$ cat src/rtl/edo_pkg.sv
package edo_pkg;

  typedef enum logic [2:0] {
    ST_IDLE,
    ST_ROWSET,
    ST_RCD,
    ST_COLSET,
    ST_CASLO,
    ST_CASHI,
    ST_OPEN,
    ST_PRE
  } edo_state_e;

  // Whole clock cycles needed to cover a time in ns
  function automatic int ns_to_cyc(input int ns, input int clk_ns);
    return (ns + clk_ns - 1) / clk_ns;
  endfunction

  function automatic int imax(input int a, input int b);
    return (a > b) ? a : b;
  endfunction

endpackage

$ cat src/rtl/edo_step_timer.sv
module edo_step_timer #(
  parameter int W = 5
) (
  input  logic         clk,
  input  logic         rst_n,
  input  logic         restart,
  output logic [W-1:0] elapsed
);
  logic [W-1:0] cnt;

  // Counts edges spent in the current state, saturating at half range
  always_ff @(posedge clk or negedge rst_n) begin
    if (!rst_n)          cnt <= '0;
    else if (restart)    cnt <= '0;
    else if (!cnt[W-1])  cnt <= cnt + 1'b1;
  end

  assign elapsed = cnt + 1'b1;
endmodule

$ cat src/rtl/edo_page_tracker.sv
module edo_page_tracker #(
  parameter int ROW_W    = 11,
  parameter int AGE_W    = 16,
  parameter int PAGE_MAX = 25000,
  parameter int HIT_SPAN = 12,
  parameter int RAS_MIN  = 15
) (
  input  logic             clk,
  input  logic             rst_n,
  input  logic             ras_n,
  input  logic             load,
  input  logic [ROW_W-1:0] load_row,
  input  logic [ROW_W-1:0] req_row,
  output logic             row_hit,
  output logic             hit_window,
  output logic             ras_min_met,
  output logic [AGE_W-1:0] ras_el
);
  localparam logic [AGE_W-1:0] PAGE_L = AGE_W'(PAGE_MAX);
  localparam logic [AGE_W-1:0] SPAN_L = AGE_W'(HIT_SPAN);
  localparam logic [AGE_W-1:0] MIN_L  = AGE_W'(RAS_MIN);

  logic [ROW_W-1:0] open_row;
  logic [AGE_W-1:0] ras_age;

  always_ff @(posedge clk or negedge rst_n) begin
    if (!rst_n) begin
      open_row <= '0;
      ras_age  <= '0;
    end else begin
      if (load) open_row <= load_row;
      if (ras_n)                ras_age <= '0;
      else if (ras_age != '1)   ras_age <= ras_age + 1'b1;
    end
  end

  assign ras_el      = ras_age + 1'b1;
  assign row_hit     = (open_row == req_row);
  assign hit_window  = (ras_el + SPAN_L) <= PAGE_L;
  assign ras_min_met = ras_el >= MIN_L;


  page_len_chk: assert property (@(posedge clk) disable iff (!rst_n)
    !ras_n |-> ras_age < PAGE_L);


  ras_min_chk: assert property (@(posedge clk) disable iff (!rst_n)
    $rose(ras_n) |-> ras_age >= MIN_L);
endmodule

$ cat src/rtl/edo_dram_ctrl.sv
module edo_dram_ctrl
  import edo_pkg::*;
#(
  parameter int ROW_W      = 11,
  parameter int COL_W      = 10,
  parameter int DATA_W     = 8,
  parameter int CLK_NS     = 4,
  parameter int T_RP_NS    = 40,
  parameter int T_RAH_NS   = 10,
  parameter int T_CAS_NS   = 10,
  parameter int T_CP_NS    = 10,
  parameter int T_CAC_NS   = 15,
  parameter int T_AA_NS    = 30,
  parameter int T_RAC_NS   = 60,
  parameter int T_DH_NS    = 10,
  parameter int T_RAS_NS   = 60,
  parameter int T_RASP_NS  = 100000
) (
  input  logic                   clk,
  input  logic                   rst_n,
  input  logic                   refresh_gnt,
  input  logic                   req_valid,
  output logic                   req_ready,
  input  logic                   req_write,
  input  logic [ROW_W+COL_W-1:0] req_addr,
  input  logic [DATA_W-1:0]      req_wdata,
  output logic                   rd_valid,
  output logic [DATA_W-1:0]      rd_data,
  output logic                   parked,
  output logic [ROW_W-1:0]       dram_addr,
  output logic                   dram_ras_n,
  output logic                   dram_cas_n,
  output logic                   dram_we_n,
  output logic                   dram_oe_n,
  output logic [DATA_W-1:0]      dram_dq_out,
  output logic                   dram_dq_oe,
  input  logic [DATA_W-1:0]      dram_dq_in
);
  localparam int RP_C   = ns_to_cyc(T_RP_NS, CLK_NS);
  localparam int RAH_C  = ns_to_cyc(T_RAH_NS, CLK_NS);
  localparam int CP_C   = ns_to_cyc(T_CP_NS, CLK_NS);
  localparam int RAC_C  = ns_to_cyc(T_RAC_NS, CLK_NS);
  localparam int RASM_C = ns_to_cyc(T_RAS_NS, CLK_NS);
  // Column cycle lengths; the column address leads the strobe by one cycle
  localparam int RD_LO  = imax(imax(ns_to_cyc(T_CAC_NS, CLK_NS), ns_to_cyc(T_AA_NS, CLK_NS) - 1),
                               ns_to_cyc(T_CAS_NS, CLK_NS));
  localparam int WR_LO  = imax(ns_to_cyc(T_CAS_NS, CLK_NS), ns_to_cyc(T_DH_NS, CLK_NS));
  localparam int HIT_SPAN = 1 + RD_LO + CP_C + 1;
  localparam int PAGE_MAX = T_RASP_NS / CLK_NS;
  localparam int TW     = $clog2(imax(imax(RP_C, RD_LO), imax(RAH_C, imax(CP_C, WR_LO))) + 1) + 1;
  localparam int AGE_W  = $clog2(PAGE_MAX + HIT_SPAN + RAC_C + 2) + 1;

  localparam logic [TW-1:0]    RP_T  = TW'(RP_C);
  localparam logic [TW-1:0]    RAH_T = TW'(RAH_C);
  localparam logic [TW-1:0]    CP_T  = TW'(CP_C);
  localparam logic [TW-1:0]    RDL_T = TW'(RD_LO);
  localparam logic [TW-1:0]    WRL_T = TW'(WR_LO);
  localparam logic [AGE_W-1:0] RAC_A = AGE_W'(RAC_C);

  function automatic logic [ROW_W-1:0] row_of(input logic [ROW_W+COL_W-1:0] a);
    return a[ROW_W+COL_W-1:COL_W];
  endfunction

  function automatic logic [ROW_W-1:0] col_pins(input logic [COL_W-1:0] c);
    return ROW_W'(c);
  endfunction

  edo_state_e        state, nxt;
  logic [TW-1:0]     st_el;
  logic [AGE_W-1:0]  ras_el;
  logic              row_hit, hit_window, ras_min_met;
  logic              accept_idle, accept_hit, take, close_now, rd_fire, rd_ok, wr_ok;
  logic              cur_write, wr_next, in_col;
  logic [COL_W-1:0]  cur_col;
  logic [DATA_W-1:0] cur_wdata, wd_next;

  edo_step_timer #(.W(TW)) step_i (
    .clk(clk), .rst_n(rst_n), .restart(nxt != state), .elapsed(st_el));

  edo_page_tracker #(
    .ROW_W(ROW_W), .AGE_W(AGE_W), .PAGE_MAX(PAGE_MAX),
    .HIT_SPAN(HIT_SPAN), .RAS_MIN(RASM_C)
  ) page_i (
    .clk(clk), .rst_n(rst_n), .ras_n(dram_ras_n),
    .load(take && state == ST_IDLE), .load_row(row_of(req_addr)),
    .req_row(row_of(req_addr)), .row_hit(row_hit), .hit_window(hit_window),
    .ras_min_met(ras_min_met), .ras_el(ras_el));

  // Named internal events
  assign accept_idle = (state == ST_IDLE) && !refresh_gnt;
  assign accept_hit  = (state == ST_OPEN) && !refresh_gnt && row_hit && hit_window;
  assign req_ready   = accept_idle || accept_hit;
  assign take        = req_valid && req_ready;
  assign close_now   = (state == ST_OPEN) && !take && ras_min_met &&
                       (refresh_gnt || !hit_window || (req_valid && !row_hit));
  assign rd_ok       = (st_el >= RDL_T) && (ras_el >= RAC_A);
  assign wr_ok       = st_el >= WRL_T;
  assign rd_fire     = (state == ST_CASLO) && !cur_write && rd_ok;
  assign wr_next     = take ? req_write : cur_write;
  assign wd_next     = take ? req_wdata : cur_wdata;
  assign in_col      = (nxt == ST_COLSET) || (nxt == ST_CASLO);
  assign parked      = (state == ST_IDLE);

  always_comb begin
    nxt = state;
    unique case (state)
      ST_IDLE:   if (take) nxt = ST_ROWSET;
      ST_ROWSET: nxt = ST_RCD;
      ST_RCD:    if (st_el >= RAH_T) nxt = ST_COLSET;
      ST_COLSET: nxt = ST_CASLO;
      ST_CASLO:  if (cur_write ? wr_ok : rd_ok) nxt = ST_CASHI;
      ST_CASHI:  if (st_el >= CP_T) nxt = ST_OPEN;
      ST_OPEN:   if (take) nxt = ST_COLSET;
                 else if (close_now) nxt = ST_PRE;
      ST_PRE:    if (st_el >= RP_T) nxt = ST_IDLE;
      default:   nxt = ST_IDLE;
    endcase
  end

  // All DRAM pins are registered from the next state
  always_ff @(posedge clk or negedge rst_n) begin
    if (!rst_n) begin
      state       <= ST_IDLE;
      dram_ras_n  <= 1'b1;
      dram_cas_n  <= 1'b1;
      dram_we_n   <= 1'b1;
      dram_oe_n   <= 1'b1;
      dram_addr   <= '0;
      dram_dq_out <= '0;
      dram_dq_oe  <= 1'b0;
      rd_valid    <= 1'b0;
      rd_data     <= '0;
      cur_write   <= 1'b0;
      cur_col     <= '0;
      cur_wdata   <= '0;
    end else begin
      state <= nxt;
      if (take) begin
        cur_write <= req_write;
        cur_col   <= req_addr[COL_W-1:0];
        cur_wdata <= req_wdata;
      end
      dram_ras_n <= (nxt == ST_IDLE) || (nxt == ST_ROWSET) || (nxt == ST_PRE);
      dram_cas_n <= (nxt != ST_CASLO);
      dram_we_n  <= !(in_col && wr_next);
      dram_dq_oe <= in_col && wr_next;
      if (in_col && wr_next) dram_dq_out <= wd_next;
      dram_oe_n  <= !((nxt == ST_CASLO) && !wr_next);
      if (take && state == ST_IDLE)
        dram_addr <= row_of(req_addr);
      else if (nxt == ST_COLSET)
        dram_addr <= take ? col_pins(req_addr[COL_W-1:0]) : col_pins(cur_col);
      rd_valid <= rd_fire;
      if (rd_fire) rd_data <= dram_dq_in;
    end
  end


  cas_in_row_chk: assert property (@(posedge clk) disable iff (!rst_n)
    !dram_cas_n |-> !dram_ras_n);


  no_bus_fight_chk: assert property (@(posedge clk) disable iff (!rst_n)
    dram_dq_oe |-> dram_oe_n);


  wr_hold_chk: assert property (@(posedge clk) disable iff (!rst_n)
    (!dram_cas_n && $past(!dram_cas_n)) |-> ($stable(dram_we_n) && $stable(dram_dq_out)));


  col_hold_chk: assert property (@(posedge clk) disable iff (!rst_n)
    (!dram_cas_n && $past(!dram_cas_n)) |-> $stable(dram_addr));


  pre_hold_chk: assert property (@(posedge clk) disable iff (!rst_n)
    $rose(dram_ras_n) |=> dram_ras_n);


  rd_pulse_chk: assert property (@(posedge clk) disable iff (!rst_n)
    rd_valid |=> !rd_valid);


  gnt_block_chk: assert property (@(posedge clk) disable iff (!rst_n)
    refresh_gnt |-> !req_ready);
endmodule

$ cat config.mk
export PLATFORM = sky130hd
export DESIGN_NAME = edo_dram_ctrl
export DESIGN_NICKNAME = d
export VERILOG_FILES = /design/src/rtl/edo_pkg.sv /design/src/rtl/edo_step_timer.sv /design/src/rtl/edo_page_tracker.sv /design/src/rtl/edo_dram_ctrl.sv
export SDC_FILE = /design/constraint.sdc
export NUM_CORES = 1
export LEC_CHECK = 0
export BUFFER_PORTS_ARGS = -buffer_cell sky130_fd_sc_hd__buf_2
export CORE_ASPECT_RATIO = 2
export CORE_MARGIN = 2
export CORE_UTILIZATION = 40
export CTS_CLUSTER_SIZE = 8
export DETAILED_ROUTE_END_ITERATION = 7
export MAX_ROUTING_LAYER = met4
export SYNTH_ARGS = -nofsm -noshare
export SYNTH_HDL_FRONTEND = slang
export SYNTH_SLANG_ARGS = --single-unit
$ cat constraint.sdc
create_clock -name clk -period 4.3 [get_ports clk]
set_input_delay 0.86 -clock clk [delete_from_list [all_inputs] [get_ports clk]]
set_output_delay 0.86 -clock clk [all_outputs]
set_load 0.02 [all_outputs]
# Word-level counts from Yosys, hierarchy flattened
# Cells that the tools add are included.
# totals
regBits	87
wordCells	92
# classes
n_addsub	3
n_lt_le_gt_ge	5
eq_ne	16
muxes	18
n_reduce_logical	33
# op_table
op	count
$mux 16	2
$pmux 3 s8	1
$mux 11	2
$mux 3	7
$eq 3x3->1 const B	6
$add 16x1->16 const B	1
$add 16x4->16 const B	1
$ge 16x4->1 const B	1
$le 16x15->1 const B	1
$ne 16x16->1 const B	1
$logic_and 1x1->1	15
$eq 11x11->1	1
$mux 10	1
$mux 5	2
$eq 3x2->1 const B	3
$logic_not 1->1	8
$mux 8	1
$eq 3x1->1 const B	2
$logic_not 3->1	2
$logic_or 1x1->1	6
$add 5x1->5 const B	1
$ge 5x2->1 const B	1
$ge 5x3->1 const B	1
$ge 5x4->1 const B	1
5 further kinds	7

# Longest topological paths before layout
# Gate-level depths: netlist (run 1).
# depth
depth_word	17
ltp_mapped	16
mapped_depth_nobuf	13

# Hierarchy
# From an unflattened synthesis (run 1), not the netlist that was laid out.
# hier_totals
hier_cells	460
area_unflattened_um2	4677.0
# by_module_without_submodules
mod	instances	cells_per_inst	area_each_um2
edo_dram_ctrl	1	209	2448.6
edo_page_tracker	1	227	1973.1
edo_step_timer	1	24	255.2

# Least setup slack after synthesis (run 1)
# No wires, ideal clock.
# synth_timing
kind	register to output
start	reg page_i.ras_age[1]
end	out req_ready
arrival_time_ps	2740
required_ps	3440
setup_slack_ps	700
path_stages_with_launch	12
path_cell_list	dfrtp_1 > ha_1 > buf_2 > xnor2_1 > ha_1 > inv_1 > a211o_1 > a2111oi_0 > o22ai_1 > a211oi_2 > o21ai_0 > o41ai_1
# synth_via
elab_chain_len	5
# synth_rtl
item	line	text
from (decl)	edo_page_tracker.sv:24	logic [AGE_W-1:0] ras_age;
from (signal assigned)	edo_page_tracker.sv:33	else if (ras_age != '1) ras_age <= ras_age + 1'b1;
$add 16x1->16	edo_page_tracker.sv:37	assign ras_el = ras_age + 1'b1;
$add 16x4->16	edo_page_tracker.sv:39	assign hit_window = (ras_el + SPAN_L) <= PAGE_L;
$le 16x15->1	edo_page_tracker.sv:39	
$logic_and 1x1->1	edo_dram_ctrl.sv:91	assign accept_hit = (state == ST_OPEN) && !refresh_gnt && row_hit && hit_window;
$logic_or 1x1->1	edo_dram_ctrl.sv:92	assign req_ready = accept_idle || accept_hit;
to (decl)	edo_dram_ctrl.sv:23	output logic req_ready,
# No other way between the ends.

# Final worst setup path (run 1)
# layout_timing
start	reg page_i.ras_age[0]
end	out req_ready
# Same word-level chain as after synthesis.

==> impl_results.md, run 1 <==
* Clock sink count at 87
* Sw power at 1.434 mW
* Die width at between 80 and 90 um
* Cell internal pwr at 2.199 mW
* LEAKAGE at roughly 2.6 nW
* Post-synthesis net count at 548
* FP Rows at 57
* Slowest-stage cell, CP: dfrtp_1
* Area of the core region at 0.01205 mm2
* Nets at roughly 620
* Setup TNS at 0 ps
* Yosys top cell area share at 42.35%
* Largest net degree at the start of global routing at 64
* Clock skew at around 6.5 ps
* Clock group share of total power at 22.3%
* Slew Viols, Final at 0
* Via density at approximately 5.5
* Final hold violations at 0
* PD cells at between 600 and 700 mW/mm2
* Register area at 0.002183 mm2
* Hold-fix buffers at CTS at 0
* CP max FO at 9
* Dpl ws at 380.1 ps
* Crit path time final at between 4000 and 5000 ps
* FF-to-FF path depth at 14
* Worst VDD drop at 0.3704 mV
* Area leader, netlist: dfrtp_1
* Top delay family on crit path: compound AO/OA/AOI/OAI gates
* Port Buf Inserts at 76
* Rel. slew slack at a little under half
* YS warnings at 0
* Total CTS buffers at 9
* Highest clock rate at 0.2465 GHz
* Vias in the first global route at 4111
* Top Metal Used: met4
* Final instance area at 0.005731 mm2
* Met2 WL at roughly 6.6 mm
* CTS tree: yes
* CTS Buffer Depth at 2
* Hold Path Depth at 2
* Register area share after synthesis at 44.49%
* I/O pin count at 77
* Hpwl dp at 9.022 mm
* Antenna cells at 0
* Overall routing resource usage at 20.03%
* Placed instance area at 0.005388 mm2
* RSZ-0062 raised after global routing: false
* Max-cap violations at 0
* Area of the mapped netlist at 0.004905 mm2
* Crit-path max cell delay at ~390 ps
* Fill cells at 1133
* WP buf/inv at 3
* Final worst setup slack at 243.1 ps
* Antenna-violating nets left at 0
* Setup crit end kind: primary output
* Initial DRC Count at between 150 and 200
* Overall routed net length at approximately 12 mm
* DR WL met3 at 403 um
* Final Cycle Share at around 94%
* Final Setup Violations at 0
* Critical path required time at ~3400 ps
* Switching Share at 39.47%
* Sequential share of power at 37.0%
* Pre-antenna DRT Iters at 6
* Commonest register cell after synthesis: dfrtp_1
* Yosys reg bits at 87
* Hold crit path type: flop to flop
* First-pass GRT wire length at 19.91 mm
* Layout area overhead at 16.84%
* Clock Latency Late Sink at roughly 340 ps
* Post-synth ARST share at 100.0%
* Post-synth EDFFs at 0
* Initial Utilization at 40.69%
* H-tree depth at 3
* Area of the multi-input gates at 0.002511 mm2
* Clk Tree Root Cell: clkbuf_16
* WP data arrival at roughly 3200 ps
* Mapped Cells at just under 500
* Drt drc at 0
* Crit Path Category: flop to primary output
* Vias at 3945
* Most used cell, CP: a32o_1
* Avg Cell Area, Syn at 9.869 um2
* Combinational power share at around 41%
* Total grt overflow at 0
* Crit-path cells: buf_4 -> nand3_4 -> xor2_1 -> inv_1 -> ha_1 -> and2_1 -> a32o_1 -> a32o_1 -> a211oi_1 -> a211oi_2 -> o21ai_0 -> o41ai_1 -> buf_2
* Outcome: completed
* Total power at 3.632 mW
* Worst setup SP type: flop
* Final estimated routing congestion in global placement at 0.8928
* Yosys cell types at 71
* Die area at between 0.01 and 0.015 mm2
* Worst slew pin tran at approximately 820 ps
* Layout cells sized above 1 at 25.35%
* Avg WL per Cell at 16.72 um
* Clock Pin Slew Worst Setup and Hold Paths at 70 ps
* Cell depth of the worst setup path at 13
* Initial antenna violation count at 0
* Utilization after layout at 47.54%
* M1 WL at around 4.7 mm
* DIE HEIGHT at 160.6 um
* Top area cells in the synthesized netlist: dfrtp_1 (42%), nand2_1 (5.7%), xor2_1 (3.4%), xnor2_1 (3.2%), mux2_4 (2.8%)
through the flow:
stage	instances	hold slack, ps
after floorplan	497	446.7
after global placement	702	454.9
after detailed placement	702	467.9
after CTS	718	486.0
after global routing	719	501.8
final	719	477.9
path summary, 6_finish.rpt:
kind / start / endpoint / slack (ps)
worst max-delay path: page_i.ras_age[0] / req_ready / 240
worst min-delay path: rd_data[3] / rd_data[3] / 480
worst max register to register: page_i.ras_age[0] / dram_dq_out[2] / 580
worst min register to register: rd_data[3] / rd_data[3] / 480
max in group asynchronous: rst_n / dram_addr[0] / 2830
min in group asynchronous: rst_n / rd_data[2] / 600
per-layer routing:
layer  global-route usage (%)  up-vias
li1                         -     1907
met1                    21.70     1925
met2                    34.93       95
met3                    3.202       18
met4                    8.485        0
met5                        -        -
layout by cell type, fill, tap and decap left out, types with 4 or more instances in the layout:
master / n
buf_4: 10
dfstp_2: 4
nand3_1: 27
mux2_4: 9
dfrtp_1: 82
o31ai_1: 7
a21oi_1: 12
nand2_1: 75
buf_2: 75
ha_1: 7
inv_1: 25
mux2i_1: 11
o21ai_0: 22
nor3_1: 11
nor4_1: 13
and2_1: 6
xor2_1: 19
o22ai_1: 5
clkbuf_16: 9
o211ai_1: 13
nor2b_1: 5
nor2_1: 18
nand4_1: 4
xnor2_1: 16
mux2_2: 7
or3_1: 6
synthesized netlist by cell type (3+ instances only):
library cell / n
dfrtp_1: 83
nand2_1: 75
nand3_1: 27
inv_1: 25
o21ai_0: 22
xor2_1: 19
nor2_1: 18
xnor2_1: 18
clkbuf_1: 14
nor4_1: 13
o211ai_1: 13
a21oi_1: 12
mux2i_1: 11
nor3_1: 11
ha_1: 9
mux2_4: 9
mux2_2: 7
o31ai_1: 7
and2_1: 6
buf_2: 6
or3_1: 6
nor2b_1: 5
o22ai_1: 5
buf_4: 4
dfstp_2: 4
nand4_1: 4
a211oi_1: 3
a32o_1: 3
o21a_1: 3
power by group through the flow:
stage	Combinational (mW)	Sequential [mW]	Clock, mW
2_1_floorplan	0.996	1.39	0
3_3_place_gp	1.43	1.34	0
3_5_place_dp	1.47	1.35	0
4_1_cts	1.48	1.34	0.828
5_1_grt	1.64	1.38	0.863
6_report	1.48	1.34	0.808
tightest hold or removal path, delay by kind of cell, from the launching register on:
| family | cells | cell delay, ps |
|---|---|---|
| DFF | 1 | 350 |
| and+or+nand+nor | 2 | 100 |
area by class of cell:
class | instances | area share (%)
Multi-Input combinational cell | 358 | 43.82
Sequential cell | 87 | 38.10
Timing Repair Buffer | 85 | 7.860
Clock buffer | 10 | 3.996
Tap cell | 147 | 3.210
Inverter | 26 | 1.703
Clock inverter | 6 | 1.310
sequential cells by signal, summed over array words and instances (netlist names):
name,cells
cur_col,10
cur_wdata,8
cur_write,1
dram_addr,11
dram_cas_n,1
dram_dq_oe,1
dram_dq_out,8
dram_oe_n,1
dram_ras_n,1
dram_we_n,1
page_i.open_row,11
page_i.ras_age,16
rd_data,8
rd_valid,1
state,3
step_i.cnt,5
logic make-up after synthesis:
logic type / share of synthesized area, %
simple gates: 20.61
compound gates: 14.24
flops: 44.49
buf+inv: 4.923
xor+xnor: 6.607
mux: 6.837
fa+ha+maj: 2.296
what timing repair did:
item,in CTS,in global routing
buffers inserted,0,1
endpoints found under the hold margin,0,0
endpoints found under the setup margin,0,1
gates resized for setup,0,7
(Power assumes the default switching activity.)
==> run 2: changes to the inputs <==
--- a/config.mk
+++ b/config.mk
@@ -8,10 +8,11 @@
 export BUFFER_PORTS_ARGS = -buffer_cell sky130_fd_sc_hd__buf_2
 export CORE_ASPECT_RATIO = 2
 export CORE_MARGIN = 2
-export CORE_UTILIZATION = 40
+export CORE_UTILIZATION = 45
 export CTS_CLUSTER_SIZE = 8
 export DETAILED_ROUTE_END_ITERATION = 7
 export MAX_ROUTING_LAYER = met4
+export PLACE_DENSITY = 0.66
 export SYNTH_ARGS = -nofsm -noshare
 export SYNTH_HDL_FRONTEND = slang
 export SYNTH_SLANG_ARGS = --single-unit
==> run 2 against run 1 <==
  * Wire length fell by 8.4%
  * Via count fell by 0.10%
  * Cell count fell by 0.70%
  * Sequential cell count did not move
  * Setup slack got worse by 7.7 ps
  * Clock power rose by 8.9%
  * Fmax fell by 0.19%
  * Count of clock-buffer cells in the layout rose by 1
  * Worst hold slack got worse by 3.0 ps
  * Power rose by 1.7%
  * Sequential power barely moved
  * Critical path type unchanged
==> impl_results.md, run 2 (synthesis gave the netlist of run 1 again) <==
* Outcome: completed
* Top Usage Layer GRT: met2
* Port Buf Inserts at 76
* Clock sink count at 87
* Top reg by flops: page_i.ras_age
* Initial antenna violation count at 0
* Clock skew at between 8 and 9 ps
* Via density at 5.520
* Slowest-stage cell, CP: dfrtp_1
* Total CTS buffers at 9
* Max reg flops at 16
* Placed instance area at 0.005371 mm2
* Met2 usage at 31.77%
* Overall routing resource usage at between 20 and 25%
* Most frequent cells in the layout: dfrtp_1 (82), nand2_1 (75), buf_2 (75)
* LEAKAGE at ~2.7 nW
* Antenna cells at 0
* Max-cap violations at 0
* Overall routed net length at 11.01 mm
* FF-to-FF setup slack at about 530 ps
* DIE HEIGHT at 151.6 um
* Drt drc at 0
* I/O pin count at 77
* Largest registers: page_i.ras_age x16, dram_addr x11, page_i.open_row x11
* Area of the core region at about 0.011 mm2
* Worst slew pin tran at 765.5 ps
* Vias at 3941
* Final Cycle Share at 94.53%
* Initial DRC Count at approximately 230
* Crit-path cells: nand4_4 -> o31a_1 -> a211o_1 -> a2111oi_1 -> o22ai_1 -> a211oi_2 -> o21ai_0 -> o41ai_1 -> buf_2
* First-pass GRT wire length at between 15 and 20 mm
* Hold-fix buffers at CTS at 0
* Highest clock rate at approximately 0.25 GHz
* Die area at approximately 0.012 mm2
* Total power at 3.693 mW
* FP Rows at 54
* Nets at 620
* Slew Viols, Final at 0
* Met1 usage at 26.67%
* Vias in the first global route at 3823
* Crit Path Category: flop to primary output
* Clock Latency Late Sink at 350 ps
* CTS tree: yes
* CTS Buffer Depth at 2
* Avg WL per Cell at 15.42 um
* PD cells at 639.7 mW/mm2
* Die width at 77.82 um
* Final estimated routing congestion in global placement at 0.9501
* Antenna-violating nets left at 0
* Met3 GRT Util at around 2.9%
* Worst VDD drop at 0.3197 mV
* Largest net degree at the start of global routing at between 60 and 70
* H-tree depth at 3
* Clock Pin Slew Worst Setup and Hold Paths at 60 ps
* Final instance area at 0.005773 mm2
* Hpwl dp at 7.697 mm
* Worst setup SP type: flop
* Most common cell after layout, fill and taps aside: dfrtp_1
* Final hold violations at 0
* Crit path time final at 4065 ps
* Initial Utilization at 45.66%
* WP data arrival at 3200 ps
* Final Setup Violations at 0
* Setup TNS at 0 ps
* Setup crit end kind: primary output
* Critical path required time at 3440 ps
* Pre-antenna DRT Iters at 4
* Hold crit path type: flop to flop
* CP max FO at 17
* Total grt overflow at 0
* Rel. slew slack at 48.96%
* Layout cells sized above 1 at 25.78%
* Layout area overhead at 17.70%
* Clk Tree Root Cell: clkbuf_16
* Crit-path max cell delay at 560 ps
## run 2: through the flow
step	util [%]	hold slack, ps	instances	worst slack (ps)
6_report	53.74	474.8	714	235.4
5_1_grt	53.74	498.8	714	-26.52
4_1_cts	53.17	480.4	710	79.77
3_5_place_dp	50.00	462.7	694	442.3
3_3_place_gp	50.00	458.1	694	496.0
2_1_floorplan	-	446.7	497	699.9
## run 2: final timing paths
check / cells past startpoint / endpoint / start
max reg2reg: 12 / dram_addr[9] / page_i.ras_age[3]
max in group asynchronous: 2 / page_i.ras_age[4] / rst_n
max: 9 / req_ready / page_i.ras_age[3]
min in group asynchronous: 1 / page_i.ras_age[3] / rst_n
min: 2 / rd_data[2] / rd_data[2]
min reg2reg: 2 / rd_data[2] / rd_data[2]
## run 2: what timing repair did
| action | in CTS | in global routing |
|---|---|---|
| gates resized for setup | 0 | 7 |
| setup buffers | 0 | 4 |
| endpoints found under the setup margin | 0 | 1 |
## run 2: power by group
part	total (mW)	leakage (nW)	switching, mW	internal [mW]
sequential	1.34	1.06	0.225	1.12
clock	0.880	0.164	0.333	0.547
combinational	1.47	1.42	0.843	0.628
## run 2: metal layers
layer | routed length, um | share of wire, % | vias up
met5 | 0 | 0 | -
met2 | 5371 | 49 | 103
met4 | 200 | 1.8 | 0
met1 | 4965 | 45 | 1907
met3 | 469 | 4.3 | 17
li1 | - | - | 1914
## run 2: critical path: cells and delay by family (launching register included)
family | cells | cell delay (ps)
compound gates | 7 | 1710
buf+inv | 1 | 240
flops | 1 | 560
simple gates | 1 | 340
## run 2: cell type report
| class | count | area, um2 |
|---|---|---|
| Fill cell | 997 | 4970 |
| Multi-Input combinational cell | 358 | 2511 |
| Sequential cell | 87 | 2183 |
| Timing Repair Buffer | 87 | 465.4 |
| Clock buffer | 11 | 252.7 |
| Tap cell | 140 | 175.2 |
| Inverter | 26 | 97.59 |
| Clock inverter | 5 | 87.58 |
==> run 3: changes to the inputs <==
--- a/config.mk
+++ b/config.mk
@@ -6,13 +6,14 @@
 export NUM_CORES = 1
 export LEC_CHECK = 0
 export BUFFER_PORTS_ARGS = -buffer_cell sky130_fd_sc_hd__buf_2
-export CORE_ASPECT_RATIO = 2
+export CORE_ASPECT_RATIO = 0.8
 export CORE_MARGIN = 2
 export CORE_UTILIZATION = 45
 export CTS_CLUSTER_SIZE = 8
 export DETAILED_ROUTE_END_ITERATION = 7
 export MAX_ROUTING_LAYER = met4
 export PLACE_DENSITY = 0.66
+export REMOVE_ABC_BUFFERS = 1
 export SYNTH_ARGS = -nofsm -noshare
 export SYNTH_HDL_FRONTEND = slang
 export SYNTH_SLANG_ARGS = --single-unit
==> run 3 against run 2 <==
  * Critical path depth unchanged
  * Fmax decreased by 0.49%
  * Count of clock-buffer cells in the layout decreased by 1
  * Combinational power about the same
  * Global-route usage increased by 0.60 points
  * Critical endpoint unchanged
  * Clock skew increased by 0.72 ps
  * Highest routed layer unchanged
  * Clock power decreased by 10%
  * Non-clock buffer count decreased by 5
  * Worst hold slack got worse by 5.0 ps
  * Utilization decreased by 0.36 points
  * Sequential share of layout area increased by 0.22 points
  * Largest cell class unchanged
  * First-iteration DRC count decreased by 18%
==> impl_results.md, run 3 (synthesis gave the netlist of run 1 again) <==
* CTS tree: yes
* CTS Buffer Depth at 2
* Clock skew at 9.547 ps
* Overall routing resource usage at between 20 and 25%
* Die width at approximately 120 um
* Most frequent cells in the layout: dfrtp_1 (80), nand2_1 (75), buf_2 (75)
* DIE HEIGHT at 97.38 um
* Initial DRC Count at 190
* Final instance area at 0.005746 mm2
* Rel. slew slack at about 46%
* Overall routed net length at 11.25 mm
* Avg WL per Cell at 15.78 um
* Dpl ws at 210.4 ps
* Utilization after layout at between 50% and 60%
* Via density at 5.464
* Placed cell count at 696
* Worst hold slack at ~470 ps
* CP max FO at 17
* LEAKAGE at 2.611 nW
* FF-to-FF setup slack at 400 ps
* Placed instance area at 0.005361 mm2
* Max-cap violations at 0
* Initial antenna violation count at 0
* Crit-path cells: nand4_4 -> o31a_1 -> a211o_1 -> a2111oi_0 -> o22ai_1 -> a211oi_2 -> o21ai_0 -> o41ai_1 -> buf_2
* Drt drc at 0
* Clk Tree Root Cell: clkbuf_16
* Total grt overflow at 0
* Clock Pin Slew Worst Setup and Hold Paths at 60 ps
* Critical path required time at around 3400 ps
* First-pass GRT wire length at 19.02 mm
* FP Rows at 34
* PD cells at 627.6 mW/mm2
* Slew Viols, Final at 0
* I/O pin count at 77
* Vias at 3896
* Hpwl dp at between 7 and 8 mm
* Final hold violations at 0
* Area of the core region at 0.01076 mm2
* Final Cycle Share at approximately 95%
* Final worst setup slack at 215.2 ps
* Final estimated routing congestion in global placement at just under 0.9
* Pre-antenna DRT Iters at 4
* Hold crit path type: flop to flop
* Top reg by flops: page_i.ras_age
* Vias in the first global route at 3791
* Top delay family on crit path: compound AO/OA/AOI/OAI gates
* Clock Latency Late Sink at around 340 ps
* Layout area overhead at 17.14%
* Antenna cells at 0
* Die area at 0.01176 mm2
* Crit path time final at 4085 ps
* H-tree depth at 3
* Hold-fix buffers at CTS at 0
* Crit-path max cell delay at 570 ps
* WP data arrival at 3220 ps
* Final Setup Violations at 0
* Slowest-stage cell, CP: dfrtp_1
* Initial Utilization at 45.57%
* WP buf/inv at 1
* Clock sink count at 87
* Worst slew pin tran at 804.2 ps
* Most common cell after layout, fill and taps aside: dfrtp_1
* Worst VDD drop at around 0.29 mV
* Outcome: completed
* Antenna-violating nets left at 0
* Final Instance Count excl. Fillers at 713
* Crit Path Category: flop to primary output
* Nets at 615
* Largest net degree at the start of global routing at 64
* Highest clock rate at 0.2448 GHz
* Max reg flops at 16
* Port Buf Inserts at 76
* Total CTS buffers at 9
* Layout cells sized above 1 at 25.66%
* Largest registers: page_i.ras_age x16, dram_addr x11, page_i.open_row x11
* Worst setup SP type: flop
* Setup crit end kind: primary output
-- run 3: area by class of cell --
class	count	area [um2]
fill	997	5017
multi-input combinational	358	2555
sequential	87	2186
timing repair buffer	82	427.9
clock buffer	10	229.0
tap	144	180.2
inverter	26	97.59
clock inverter	6	70.07
-- run 3: path summary, 6_finish.rpt --
path | from | to | cells past startpoint
setup / recovery | page_i.ras_age[3] | req_ready | 9
hold / removal | rd_data[3] | rd_data[3] | 2
setup reg to reg | page_i.ras_age[3] | dram_dq_out[0] | 11
hold reg to reg | rd_data[3] | rd_data[3] | 2
max in group asynchronous | rst_n | cur_col[4] | 2
min in group asynchronous | rst_n | dram_dq_out[7] | 1
-- run 3: stage by stage --
step                TNS, ps  power, mW
floorplan                 0      2.342
global placement          0      2.725
detailed placement        0      2.781
CTS                       0      3.590
global route         -12.85      3.873
finish                    0      3.606
-- run 3: worst register-to-register path: cells and delay by family, from the launching register on --
kind                   cells  cell delay, ps
buffers and inverters      1             170
AND/OR/NAND/NOR            2             710
multiplexers               2             670
flip-flops                 1             570
AO/OA/AOI/OAI              6            1680
-- run 3: power breakdown --
part	switching (mW)	internal, mW
clock	0.338	0.455
combinational	0.823	0.618
sequential	0.253	1.12
total	1.41	2.19
-- run 3: repair_timing --
item,4_1_cts,5_1_grt
cloned,0,0
endpoints found under the setup margin,1,1
pin swaps,0,2
gates resized for setup,2,11
endpoints found under the hold margin,0,0
setup buffers,0,1
-- run 3: layer usage --
layer	wire length (um)	GRT usage (%)	vias up
met5	0	-	-
li1	-	-	1899
met4	102	4.741	0
met2	5005	29.60	85
met3	413	4.284	10
met1	5726	30.28	1902
